[src/rtl/ipc_mbx_pkg.sv]
package ipc_mbx_pkg;

   localparam logic [7:0] OFS_CMD  = 8'h00;
   localparam logic [7:0] OFS_STAT = 8'h04;

   localparam int ST_BUSY = 0;
   localparam int ST_FAIL = 1;
   localparam int ST_FLAG = 2;
   localparam int ST_OVR  = 3;

   typedef struct packed {
      logic [7:0] rsv_hi;
      logic [7:0] len;
      logic [3:0] sub;
      logic [2:0] rsv_lo;
      logic       notify;
      logic [7:0] opcode;
   } cmd_word_t;

   typedef struct packed {
      logic [7:0] rsv;
      logic [7:0] code;
      logic [7:0] origin;
      logic [3:0] sub;
      logic       ovr;
      logic       flag;
      logic       fail;
      logic       busy;
   } stat_word_t;

endpackage

[src/rtl/ipc_mbx_buf.sv]
module ipc_mbx_buf #(
   parameter int WORDS   = 4,
   parameter int DW      = 32,
   parameter bit BYTE_EN = 1'b1,
   localparam int IW     = $clog2(WORDS),
   localparam int LANES  = DW / 8
) (
   input  logic             clk,
   input  logic             rst_n,
   input  logic             wr_en,
   input  logic [IW-1:0]    wr_idx,
   input  logic [DW-1:0]    wr_data,
   input  logic [LANES-1:0] wr_be,
   input  logic [IW-1:0]    rd_idx,
   output logic [DW-1:0]    rd_data
);

   logic [DW-1:0] mem [WORDS];

   generate
      if (DW % 8 != 0) begin : g_bad_width
         $error("buffer width must be whole bytes");
      end
      for (genvar w = 0; w < WORDS; w++) begin : g_word
         if (BYTE_EN) begin : g_lanes
            always_ff @(posedge clk) begin
               if (!rst_n) begin
                  mem[w] <= '0;
               end else if (wr_en && wr_idx == IW'(w)) begin
                  for (int b = 0; b < LANES; b++) begin
                     if (wr_be[b]) mem[w][b*8 +: 8] <= wr_data[b*8 +: 8];
                  end
               end
            end
         end else begin : g_full
            always_ff @(posedge clk) begin
               if (!rst_n) begin
                  mem[w] <= '0;
               end else if (wr_en && wr_idx == IW'(w)) begin
                  mem[w] <= wr_data;
               end
            end
         end
      end
   endgenerate

   assign rd_data = mem[rd_idx];

endmodule

[src/rtl/ipc_mbx_ctrl.sv]
module ipc_mbx_ctrl
   import ipc_mbx_pkg::*;
(
   input  logic        clk,
   input  logic        rst_n,
   input  logic        cmd_wr,
   input  logic [31:0] cmd_data,
   input  logic        stat_wr,
   input  logic [31:0] stat_data,
   input  logic        done,
   input  logic        fail,
   input  logic [7:0]  code,
   input  logic [7:0]  origin,
   output logic [31:0] status,
   output logic [31:0] cmd_word,
   output logic        cmd_irq,
   output logic        host_irq
);

   stat_word_t st_q;
   cmd_word_t  cmd_q;
   cmd_word_t  cmd_in;
   logic       accept, reject, finish, raise, clear;

   assign cmd_in = cmd_word_t'(cmd_data);
   assign accept = cmd_wr && !st_q.busy;
   assign reject = cmd_wr &&  st_q.busy;
   assign finish = done   &&  st_q.busy;
   assign raise  = finish &&  cmd_q.notify;
   assign clear  = stat_wr && stat_data[ST_FLAG];

   always_ff @(posedge clk) begin
      if (!rst_n) begin
         st_q     <= '0;
         cmd_q    <= '0;
         cmd_irq  <= 1'b0;
         host_irq <= 1'b0;
      end else begin
         cmd_irq  <= accept;
         host_irq <= raise;
         if (accept) begin
            cmd_q     <= cmd_in;
            st_q.busy <= 1'b1;
            st_q.fail <= 1'b0;
            st_q.code <= '0;
            st_q.sub  <= cmd_in.sub;
         end
         if (reject) st_q.ovr <= 1'b1;
         if (finish) begin
            st_q.busy   <= 1'b0;
            st_q.fail   <= fail;
            st_q.code   <= code;
            st_q.origin <= origin;
         end
         if (raise)      st_q.flag <= 1'b1;
         else if (clear) st_q.flag <= 1'b0;
      end
   end

   assign status   = 32'(st_q);
   assign cmd_word = 32'(cmd_q);

endmodule

[src/rtl/ipc_mailbox.sv]
module ipc_mailbox
   import ipc_mbx_pkg::*;
#(
   parameter int         BUF_WORDS = 4,
   parameter logic [7:0] WBUF_BASE = 8'h80,
   parameter logic [7:0] RBUF_BASE = 8'h90,
   localparam int        IW        = $clog2(BUF_WORDS),
   localparam int        SPAN      = BUF_WORDS * 4
) (
   input  logic          clk,
   input  logic          rst_n,
   input  logic          hst_valid,
   input  logic          hst_write,
   input  logic [7:0]    hst_addr,
   input  logic [31:0]   hst_wdata,
   input  logic [3:0]    hst_be,
   output logic [31:0]   hst_rdata,
   output logic          host_irq,
   output logic          ctl_cmd_irq,
   output logic [31:0]   ctl_cmd_word,
   input  logic [IW-1:0] ctl_wbuf_idx,
   output logic [31:0]   ctl_wbuf_data,
   input  logic          ctl_rbuf_we,
   input  logic [IW-1:0] ctl_rbuf_idx,
   input  logic [31:0]   ctl_rbuf_data,
   input  logic          ctl_done,
   input  logic          ctl_err,
   input  logic [7:0]    ctl_err_code,
   input  logic [7:0]    ctl_init_id
);

   generate
      if (BUF_WORDS < 2 || SPAN > 16) begin : g_bad_depth
         $error("BUF_WORDS must lie between 2 and 4");
      end
      if (WBUF_BASE[3:0] != 4'h0 || RBUF_BASE[3:0] != 4'h0) begin : g_bad_base
         $error("buffer bases must be 16-byte aligned");
      end
      if (WBUF_BASE == RBUF_BASE) begin : g_overlap
         $error("buffer windows must differ");
      end
   endgenerate

   logic [7:0]    w_off, r_off;
   logic          in_wbuf, in_rbuf, hw, hr;
   logic [IW-1:0] host_idx_w, host_idx_r;
   logic [31:0]   stat_word, rbuf_word;

   assign hw = hst_valid &&  hst_write;
   assign hr = hst_valid && !hst_write;

   assign w_off   = hst_addr - WBUF_BASE;
   assign r_off   = hst_addr - RBUF_BASE;
   assign in_wbuf = (hst_addr >= WBUF_BASE) && (32'(w_off) < SPAN);
   assign in_rbuf = (hst_addr >= RBUF_BASE) && (32'(r_off) < SPAN);
   assign host_idx_w = w_off[IW+1:2];
   assign host_idx_r = r_off[IW+1:2];

   ipc_mbx_ctrl u_ctrl (
      .clk       (clk),
      .rst_n     (rst_n),
      .cmd_wr    (hw && hst_addr == OFS_CMD),
      .cmd_data  (hst_wdata),
      .stat_wr   (hw && hst_addr == OFS_STAT),
      .stat_data (hst_wdata),
      .done      (ctl_done),
      .fail      (ctl_err),
      .code      (ctl_err_code),
      .origin    (ctl_init_id),
      .status    (stat_word),
      .cmd_word  (ctl_cmd_word),
      .cmd_irq   (ctl_cmd_irq),
      .host_irq  (host_irq)
   );

   ipc_mbx_buf #(.WORDS(BUF_WORDS), .DW(32), .BYTE_EN(1'b1)) u_wbuf (
      .clk     (clk),
      .rst_n   (rst_n),
      .wr_en   (hw && in_wbuf),
      .wr_idx  (host_idx_w),
      .wr_data (hst_wdata),
      .wr_be   (hst_be),
      .rd_idx  (ctl_wbuf_idx),
      .rd_data (ctl_wbuf_data)
   );

   ipc_mbx_buf #(.WORDS(BUF_WORDS), .DW(32), .BYTE_EN(1'b0)) u_rbuf (
      .clk     (clk),
      .rst_n   (rst_n),
      .wr_en   (ctl_rbuf_we),
      .wr_idx  (ctl_rbuf_idx),
      .wr_data (ctl_rbuf_data),
      .wr_be   (4'hF),
      .rd_idx  (host_idx_r),
      .rd_data (rbuf_word)
   );

   always_ff @(posedge clk) begin
      if (!rst_n) begin
         hst_rdata <= '0;
      end else if (hr) begin
         if (in_rbuf)                    hst_rdata <= rbuf_word;
         else if (hst_addr == OFS_STAT)  hst_rdata <= stat_word;
         else                            hst_rdata <= '0;
      end
   end

endmodule

[config.mk]
export PLATFORM = sky130hd
export DESIGN_NAME = ipc_mailbox
export DESIGN_NICKNAME = d
export VERILOG_FILES = /design/src/rtl/ipc_mbx_pkg.sv /design/src/rtl/ipc_mbx_buf.sv /design/src/rtl/ipc_mbx_ctrl.sv /design/src/rtl/ipc_mailbox.sv
export SDC_FILE = /design/constraint.sdc
export NUM_CORES = 1
export LEC_CHECK = 0
export BUFFER_PORTS_ARGS = -buffer_cell sky130_fd_sc_hd__buf_2
export CAP_MARGIN = 40
export CORE_ASPECT_RATIO = 1.25
export CORE_MARGIN = 3
export CORE_UTILIZATION = 58
export CTS_CLUSTER_SIZE = 25
export DETAILED_ROUTE_END_ITERATION = 8
export GPL_TIMING_DRIVEN = 0
export HOLD_SLACK_MARGIN = 0.03
export PLACE_DENSITY = 0.88
export REMOVE_ABC_BUFFERS = 1
export SYNTH_ARGS = -nofsm -noshare
export SYNTH_HDL_FRONTEND = slang
export SYNTH_HIERARCHICAL = 1
export SYNTH_SLANG_ARGS = --single-unit
[constraint.sdc]
create_clock -name clk -period 3.6 [get_ports clk]
set_clock_uncertainty 0.1 [all_clocks]
set_input_delay 0.18 -clock clk [delete_from_list [all_inputs] [get_ports clk]]
set_output_delay 0.18 -clock clk [all_outputs]
set_load 0.02 [all_outputs]
==> results of run 1 <==
flip-flops by register name, indices dropped and copies added, names as in the netlist:
register	count
hst_rdata	32
u_ctrl/cmd_irq	1
u_ctrl/cmd_word	32
u_ctrl/host_irq	1
u_ctrl/status	20
u_rbuf/mem	128
u_wbuf/mem	128
final cells by class:
| class | count | area, um^2 |
|---|---|---|
| diodes | 1 | 2.502 |
| clock buffers | 43 | 958.4 |
| clock inverters | 18 | 158.9 |
| fillers | 1455 | 6487 |
| inverters | 2 | 7.507 |
| multi-input cells | 680 | 4695 |
| flip-flops and latches | 342 | 9409 |
| well taps | 330 | 412.9 |
| repair buffers | 338 | 2532 |
tightest hold or removal path: stages:
cell and delay, ps:
sky130_fd_sc_hd__buf_2 120, sky130_fd_sc_hd__nor4_4 40, sky130_fd_sc_hd__buf_6 150, sky130_fd_sc_hd__nand3_1 90, sky130_fd_sc_hd__a31oi_1 70
placed cells by master (no fill, tap or decap), types with 3 or more instances in the layout:
cell / instances
sky130_fd_sc_hd__conb_1: 8
sky130_fd_sc_hd__clkinvlp_4: 5
sky130_fd_sc_hd__buf_2: 214
sky130_fd_sc_hd__buf_4: 3
sky130_fd_sc_hd__dlygate4sd3_1: 95
sky130_fd_sc_hd__dfxtp_1: 86
sky130_fd_sc_hd__nor2_1: 130
sky130_fd_sc_hd__buf_6: 4
sky130_fd_sc_hd__edfxtp_1: 256
sky130_fd_sc_hd__a22o_1: 9
sky130_fd_sc_hd__o21ai_4: 4
sky130_fd_sc_hd__a31oi_1: 32
sky130_fd_sc_hd__and2_2: 3
sky130_fd_sc_hd__and2_1: 128
sky130_fd_sc_hd__nand4b_1: 3
sky130_fd_sc_hd__nand2_1: 152
sky130_fd_sc_hd__mux4_2: 60
sky130_fd_sc_hd__buf_16: 7
sky130_fd_sc_hd__nand3_1: 32
sky130_fd_sc_hd__nand2b_1: 4
sky130_fd_sc_hd__o21ai_0: 48
sky130_fd_sc_hd__mux4_1: 4
sky130_fd_sc_hd__clkbuf_16: 37
sky130_fd_sc_hd__buf_8: 10
sky130_fd_sc_hd__buf_12: 5
sky130_fd_sc_hd__a21boi_1: 15
sky130_fd_sc_hd__clkinv_2: 8
sky130_fd_sc_hd__a21boi_0: 26
sky130_fd_sc_hd__clkbuf_1: 5
metrics by stage:
stage / hold WS, ps / util, % / total power [W] / TNS [ps] / cells
2_1_floorplan: 201.7 / - / 0.004919 / 0 / 1024
3_3_place_gp: 295.0 / 62.67 / 0.005207 / -362550 / 1554
3_5_place_dp: 297.0 / 65.30 / 0.005279 / 0 / 1597
4_1_cts: 76.59 / 73.69 / 0.008854 / 0 / 1753
5_1_grt: 110.4 / 73.69 / 0.009109 / 0 / 1753
6_report: 100.6 / 73.70 / 0.008856 / 0 / 1754
worst max-delay path by stage:
stage                           to  slack, ps
2_1_floorplan     u_rbuf/mem[1][0]        430
3_3_place_gp   u_ctrl/cmd_word[25]      -2130
3_5_place_dp     u_ctrl/status[18]        860
4_1_cts        u_ctrl/cmd_word[20]        960
5_1_grt        u_ctrl/cmd_word[20]        760
6_report       u_ctrl/cmd_word[20]        910
metal layers:
layer	vias up	wire length (um)	GRT usage (%)
met5	-	22	0
met4	4	1718	12.50
met3	146	3694	6.313
met2	710	21340	55.06
met1	5188	13970	34.15
li1	4548	-	-
where the power goes:
part           internal (W)  leakage [nW]  switching (W)
combinational      0.000353          3.04       0.000445
sequential          0.00444          3.17      0.0000650
clock               0.00205         0.540        0.00151
what timing repair did:
| action | 4_1_cts | 5_1_grt |
|---|---|---|
| hold buffers | 95 | 0 |
| hold endpoints to repair | 311 | 0 |
| endpoints found under the setup margin | 0 | 0 |
==> flow_metrics.py, run 1 <==
metrics = {
    "clock_tree": {
        "cts_resized": 0,
        "tritoncts.num_buffers": 34,
        "clkSlewWorstSetupHoldPaths_ps": 60,
        "cts_htree_levels": 2,
        "clock-sinks": 342,
        "cts.repair_timing.setup_buffer_count": 0,
        "tritoncts": "yes",
        "cts_root_buf": "sky130_fd_sc_hd__clkbuf_16",
        "cts.path.max_buffers": 3,
        "clk-insertion-delay-late_ps": 510,
    },
    "drt": {
        "drt_first_iter_violations": 1027,
        "remaining_drc_errors": 0,
        "via_count": 10600,
        "routed_wl_mm": 40.75,
        "routedWlPerCell_um": 23.23,
        "avgViaCountPerCell": 6.041,
        "drt_pass1_iterations": 5,
        "drtAntennaViolNets": 0,
    },
    "global_route": {
        "grt_first_pass_wirelength_mm": 62.98,
        "grt_pass1_vias": 11170,
        "grt_start_max_net_pins": 92,
        "grt_usage_pct": 30.05,
        "antenna_found_initial": 2,
        "grt_remaining_overflow": 0,
    },
    "layout": {
        "syn2layout_area_growth_pct": 24.39,
        "final_net_count": 1501,
        "stdcell_area_um2": 18180,
        "fraction_of_final_layout_cells_sized_beyond_drive_strength_1_pct": 26.35,
    },
    "floorplanning": {
        "core-area_um2": 24660,
        "chipWidth_um": 148.0,
        "floorplan.initialDensity_pct": 59.25,
        "design.portCount": 201,
        "dieArea_um2": 27150,
        "chipHeight_um": 183.5,
        "rows": 64,
    },
    "timing": {
        "timing.final.hold_violations": 0,
        "slew_headroom_pct": 40.63,
        "rsz0062_at_grt": "no",
        "fin_ws_ps": 908.0,
        "drv_slew": 0,
        "fmaxAchievable_mhz": 371.5,
        "period_share_pct": 74.78,
        "timing.final.crit_period_ps": 2692,
        "timing.final.setup_violations": 0,
        "worst-slew-pin-transition_ps": 890.5,
    },
    "worst_setup_path": {
        "cp-end-kind": "register",
        "critical_path.top_delay_family": "simple AND/OR/NAND/NOR gates",
        "timing.critical_path.cells": "dlygate4sd3_1 > buf_2 > nor3_1 > nand4_1 > nor2_1 > nand2b_2 > nand2_1 > a21boi_0 > dlygate4sd3_1",
        "timing.critical_path.arrival_ps": 2970,
        "critical_path.max_stage_delay_ps": 570,
        "ff2ff_path_depth": 4,
        "path_depth": 9,
        "timing.critical_path.fanout_max": 34,
        "worst_r2r_endpoint": "u_ctrl/cmd_word[20]",
        "critPathSlowestCell": "sky130_fd_sc_hd__dlygate4sd3_1",
        "cp.buffers_inverters": 3,
        "setup.worst_path.start_class": "input pin",
        "worstReg2RegStart": "u_ctrl/status[0]",
        "path_common_cell": "sky130_fd_sc_hd__dlygate4sd3_1",
        "register_to_register_path_setup_slack_ps": 1290,
        "worst-endpoint-required_ps": 3880,
        "path_class": "input pin to register",
        "startpoint": "hst_addr[1]",
    },
    "placement": {
        "placement.io_buffers": 200,
        "post-place-ws_ps": 864.5,
        "gp_routability_congestion": 0.7422,
        "dpl-instance-area_um2": 16110,
        "post-dp-hpwl_mm": 23.82,
    },
    "hold_path": {
        "whs_path_depth": 5,
        "worstHoldPathType": "input pin to register",
        "hold_start": "hst_addr[6]",
        "worst_hold_path.endpoint": "hst_rdata[16]",
    },
    "logic_synthesis": {
        "syn_area_um2": 14610,
        "syn_area_per_cell_um2": 13.15,
        "ys_warn_count": 6,
        "postSynthCellCount": 1111,
    },
    "run_status": {
        "run_status": "completed",
    },
    "power_and_ir_drop": {
        "worst_ir_drop_vdd_mv": 0.4557,
        "power.density_cell_area_nw_per_um2": 487.2,
        "total_leakage_power_nw": 6.753,
    },
    "job": {
        "cap_viol_max_count": 0,
    },
}
Note: power is estimated with default switching activity, not from simulation.
==> run 2, diff against run 1 <==
clock period = 2.6 ns   (was 3.6 ns; I/O delays follow)
==> flow_metrics.py, run 2 (synthesized netlist as in run 1, its figures left out) <==
metrics = {
    "run_status": {
        "run_status": "completed",
    },
    "worst_setup_path": {
        "startpoint": "hst_addr[1]",
        "timing.critical_path.arrival_ps": 2830,
        "worst_r2r_endpoint": "u_ctrl/status[12]",
        "path_class": "input pin to register",
        "setup.worst_path.start_class": "input pin",
        "cp-end-kind": "register",
        "timing.critical_path.cells": "dlygate4sd3_1 > buf_2 > nor3_1 > nand4_1 > nor2_2 > nor2b_4 > buf_16 > nand2_1 > a21boi_0 > dlygate4sd3_1",
        "timing.critical_path.fanout_max": 26,
        "path_common_cell": "sky130_fd_sc_hd__dlygate4sd3_1",
        "critPathSlowestCell": "sky130_fd_sc_hd__dlygate4sd3_1",
        "ff2ff_path_depth": 4,
        "worstReg2RegStart": "u_ctrl/status[0]",
        "worst-endpoint-required_ps": 2940,
        "register_to_register_path_setup_slack_ps": 510,
        "endpoint": "u_ctrl/cmd_word[20]",
        "critical_path.max_stage_delay_ps": 580,
    },
    "layout": {
        "antennaDiodeCount": 0,
        "final_net_count": 1505,
        "stdcell_area_um2": 18220,
        "biggestRegsByFlops": "u_rbuf/mem x128, u_wbuf/mem x128",
        "final_common_cell": "sky130_fd_sc_hd__edfxtp_1",
        "layout.cells.non_filler": 1757,
        "commonest_cells_after_routing_fill_and_taps_aside": "256 x sky130_fd_sc_hd__edfxtp_1, 214 x sky130_fd_sc_hd__buf_2, 152 x sky130_fd_sc_hd__nand2_1, 129 x sky130_fd_sc_hd__nor2_1, 128 x sky130_fd_sc_hd__and2_1",
        "syn2layout_area_growth_pct": 24.68,
        "fraction_of_final_layout_cells_sized_beyond_drive_strength_1_pct": 26.42,
    },
    "clock_tree": {
        "tritoncts.num_buffers": 34,
        "cts_root_buf": "sky130_fd_sc_hd__clkbuf_16",
        "clkSlewWorstSetupHoldPaths_ps": 60,
        "clk-insertion-delay-late_ps": 510,
        "cts.path.max_buffers": 3,
        "clock-sinks": 342,
        "tritoncts": "yes",
        "cts_htree_levels": 2,
    },
    "floorplanning": {
        "core-area_um2": 24660,
        "rows": 64,
        "floorplan.initialDensity_pct": 59.25,
        "chipHeight_um": 183.5,
        "dieArea_um2": 27150,
        "design.portCount": 201,
        "chipWidth_um": 148.0,
    },
    "hold_path": {
        "worstHoldPathType": "input pin to register",
    },
    "placement": {
        "numPlacedInstances": 1597,
        "gp_routability_congestion": 0.7422,
        "post-dp-hpwl_mm": 23.82,
        "dpl-instance-area_um2": 16110,
        "placement.io_buffers": 200,
    },
    "global_route": {
        "grt_first_pass_wirelength_mm": 63.00,
        "grt_usage_pct": 30.11,
        "grt_pass1_vias": 11210,
        "grt_remaining_overflow": 0,
        "antenna_found_initial": 2,
        "grt_start_max_net_pins": 92,
    },
    "drt": {
        "avgViaCountPerCell": 6.031,
        "drtAntennaViolNets": 0,
        "drt_first_iter_violations": 993,
        "via_count": 10600,
        "remaining_drc_errors": 0,
        "routed_wl_mm": 40.84,
        "drt_pass1_iterations": 5,
        "routedWlPerCell_um": 23.24,
    },
    "power_and_ir_drop": {
        "combinationalPowerShare_pct": 9.0,
        "p_sw_share_pct": 22.80,
        "worst_ir_drop_vdd_mv": 0.6330,
        "power.share.clock_pct": 40.2,
        "power.density_cell_area_nw_per_um2": 673.2,
        "power.share.sequential_pct": 50.8,
        "netSwitchingPower_w": 0.002797,
        "internal_power_w": 0.009469,
        "total_leakage_power_nw": 6.776,
    },
    "timing": {
        "period_share_pct": 95.60,
        "slew_headroom_pct": 38.96,
        "timing.final.hold_violations": 0,
        "timing.setup.tns_ps": 0,
        "worst-slew-pin-transition_ps": 915.5,
        "rsz0062_at_grt": "no",
        "fmaxAchievable_mhz": 402.3,
        "timing.final.crit_period_ps": 2486,
        "timing.final.setup_violations": 0,
        "drv_slew": 0,
    },
    "job": {
        "cap_viol_max_count": 0,
    },
}
==> run 2: changes by cell type in the layout (fill, tap and decap cells not counted) <==
cell                            delta
sky130_fd_sc_hd__buf_4             +1
sky130_fd_sc_hd__nand2b_2          -1
sky130_fd_sc_hd__diode_2           -1
sky130_fd_sc_hd__nor2_2            +1
sky130_fd_sc_hd__nor2_1            -1
sky130_fd_sc_hd__dlygate4sd3_1     +3
sky130_fd_sc_hd__nand2b_4          +1
==> run 2: power groups by stage <==
| stage | registers [W] | logic (W) | clock network, W |
|---|---|---|---|
| 4_1_cts | 0.00623 | 0.00108 | 0.00496 |
| 2_1_floorplan | 0.00635 | 0.000460 | 0 |
| 3_5_place_dp | 0.00634 | 0.000969 | 0 |
| 3_3_place_gp | 0.00634 | 0.000872 | 0 |
| 6_report | 0.00623 | 0.00111 | 0.00492 |
| 5_1_grt | 0.00625 | 0.00117 | 0.00520 |
==> run 2: stage by stage <==
stage	worst slack [ps]	hold slack, ps	power [W]	util, %
final	114.3	57.81	0.01227	73.87
after global routing	5.152	54.48	0.01262	73.87
after CTS	13.89	30.90	0.01226	73.81
after detailed placement	-85.50	247.0	0.007309	65.30
after global placement	-3079	245.0	0.007210	62.67
after floorplan	-521.3	151.7	0.006811	-
==> run 2: critical path, delay by kind of cell <==
family	cells	cell delay (ps)
and+or+nand+nor	5	990
buffers and inverters	4	1500
AOI/OAI and AO/OA	1	190
==> run 2: how the worst min path moves through the flow <==
stage / start / to / slack [ps] / cells past startpoint
final: hst_addr[6] / hst_rdata[22] / 60 / 5
after global routing: hst_addr[6] / hst_rdata[19] / 50 / 5
after floorplan: rst_n / u_ctrl/cmd_irq / 150 / 1
after CTS: hst_addr[6] / hst_rdata[0] / 30 / 5
after detailed placement: ctl_err_code[3] / u_ctrl/status[19] / 250 / 2
after global placement: ctl_err_code[7] / u_ctrl/status[23] / 250 / 2
==> run 2: area by class of cell <==
| class | count | area (um^2) |
|---|---|---|
| Clock buffer | 43 | 958.4 |
| Tap cell | 330 | 412.9 |
| Inverter | 2 | 7.507 |
| Multi-Input combinational cell | 680 | 4702 |
| Clock inverter | 18 | 158.9 |
| Sequential cell | 342 | 9409 |
| Fill cell | 1452 | 6445 |
| Timing Repair Buffer | 342 | 2570 |
==> run 2: layer usage <==
| layer | track usage [%] | up-vias | part of all wire, % |
|---|---|---|---|
| met3 | 6.141 | 140 | 9.0 |
| met2 | 55.46 | 708 | 53 |
| met1 | 34.32 | 5191 | 34 |
| li1 | - | 4553 | - |
| met4 | 11.98 | 4 | 3.8 |
| met5 | 0 | - | 0.054 |
==> run 2: timing repair <==
action	in CTS	in global routing
gates resized for setup	0	2
hold buffers	98	0
hold endpoints to repair	326	0
endpoints found under the setup margin	0	14
buffers inserted	0	1
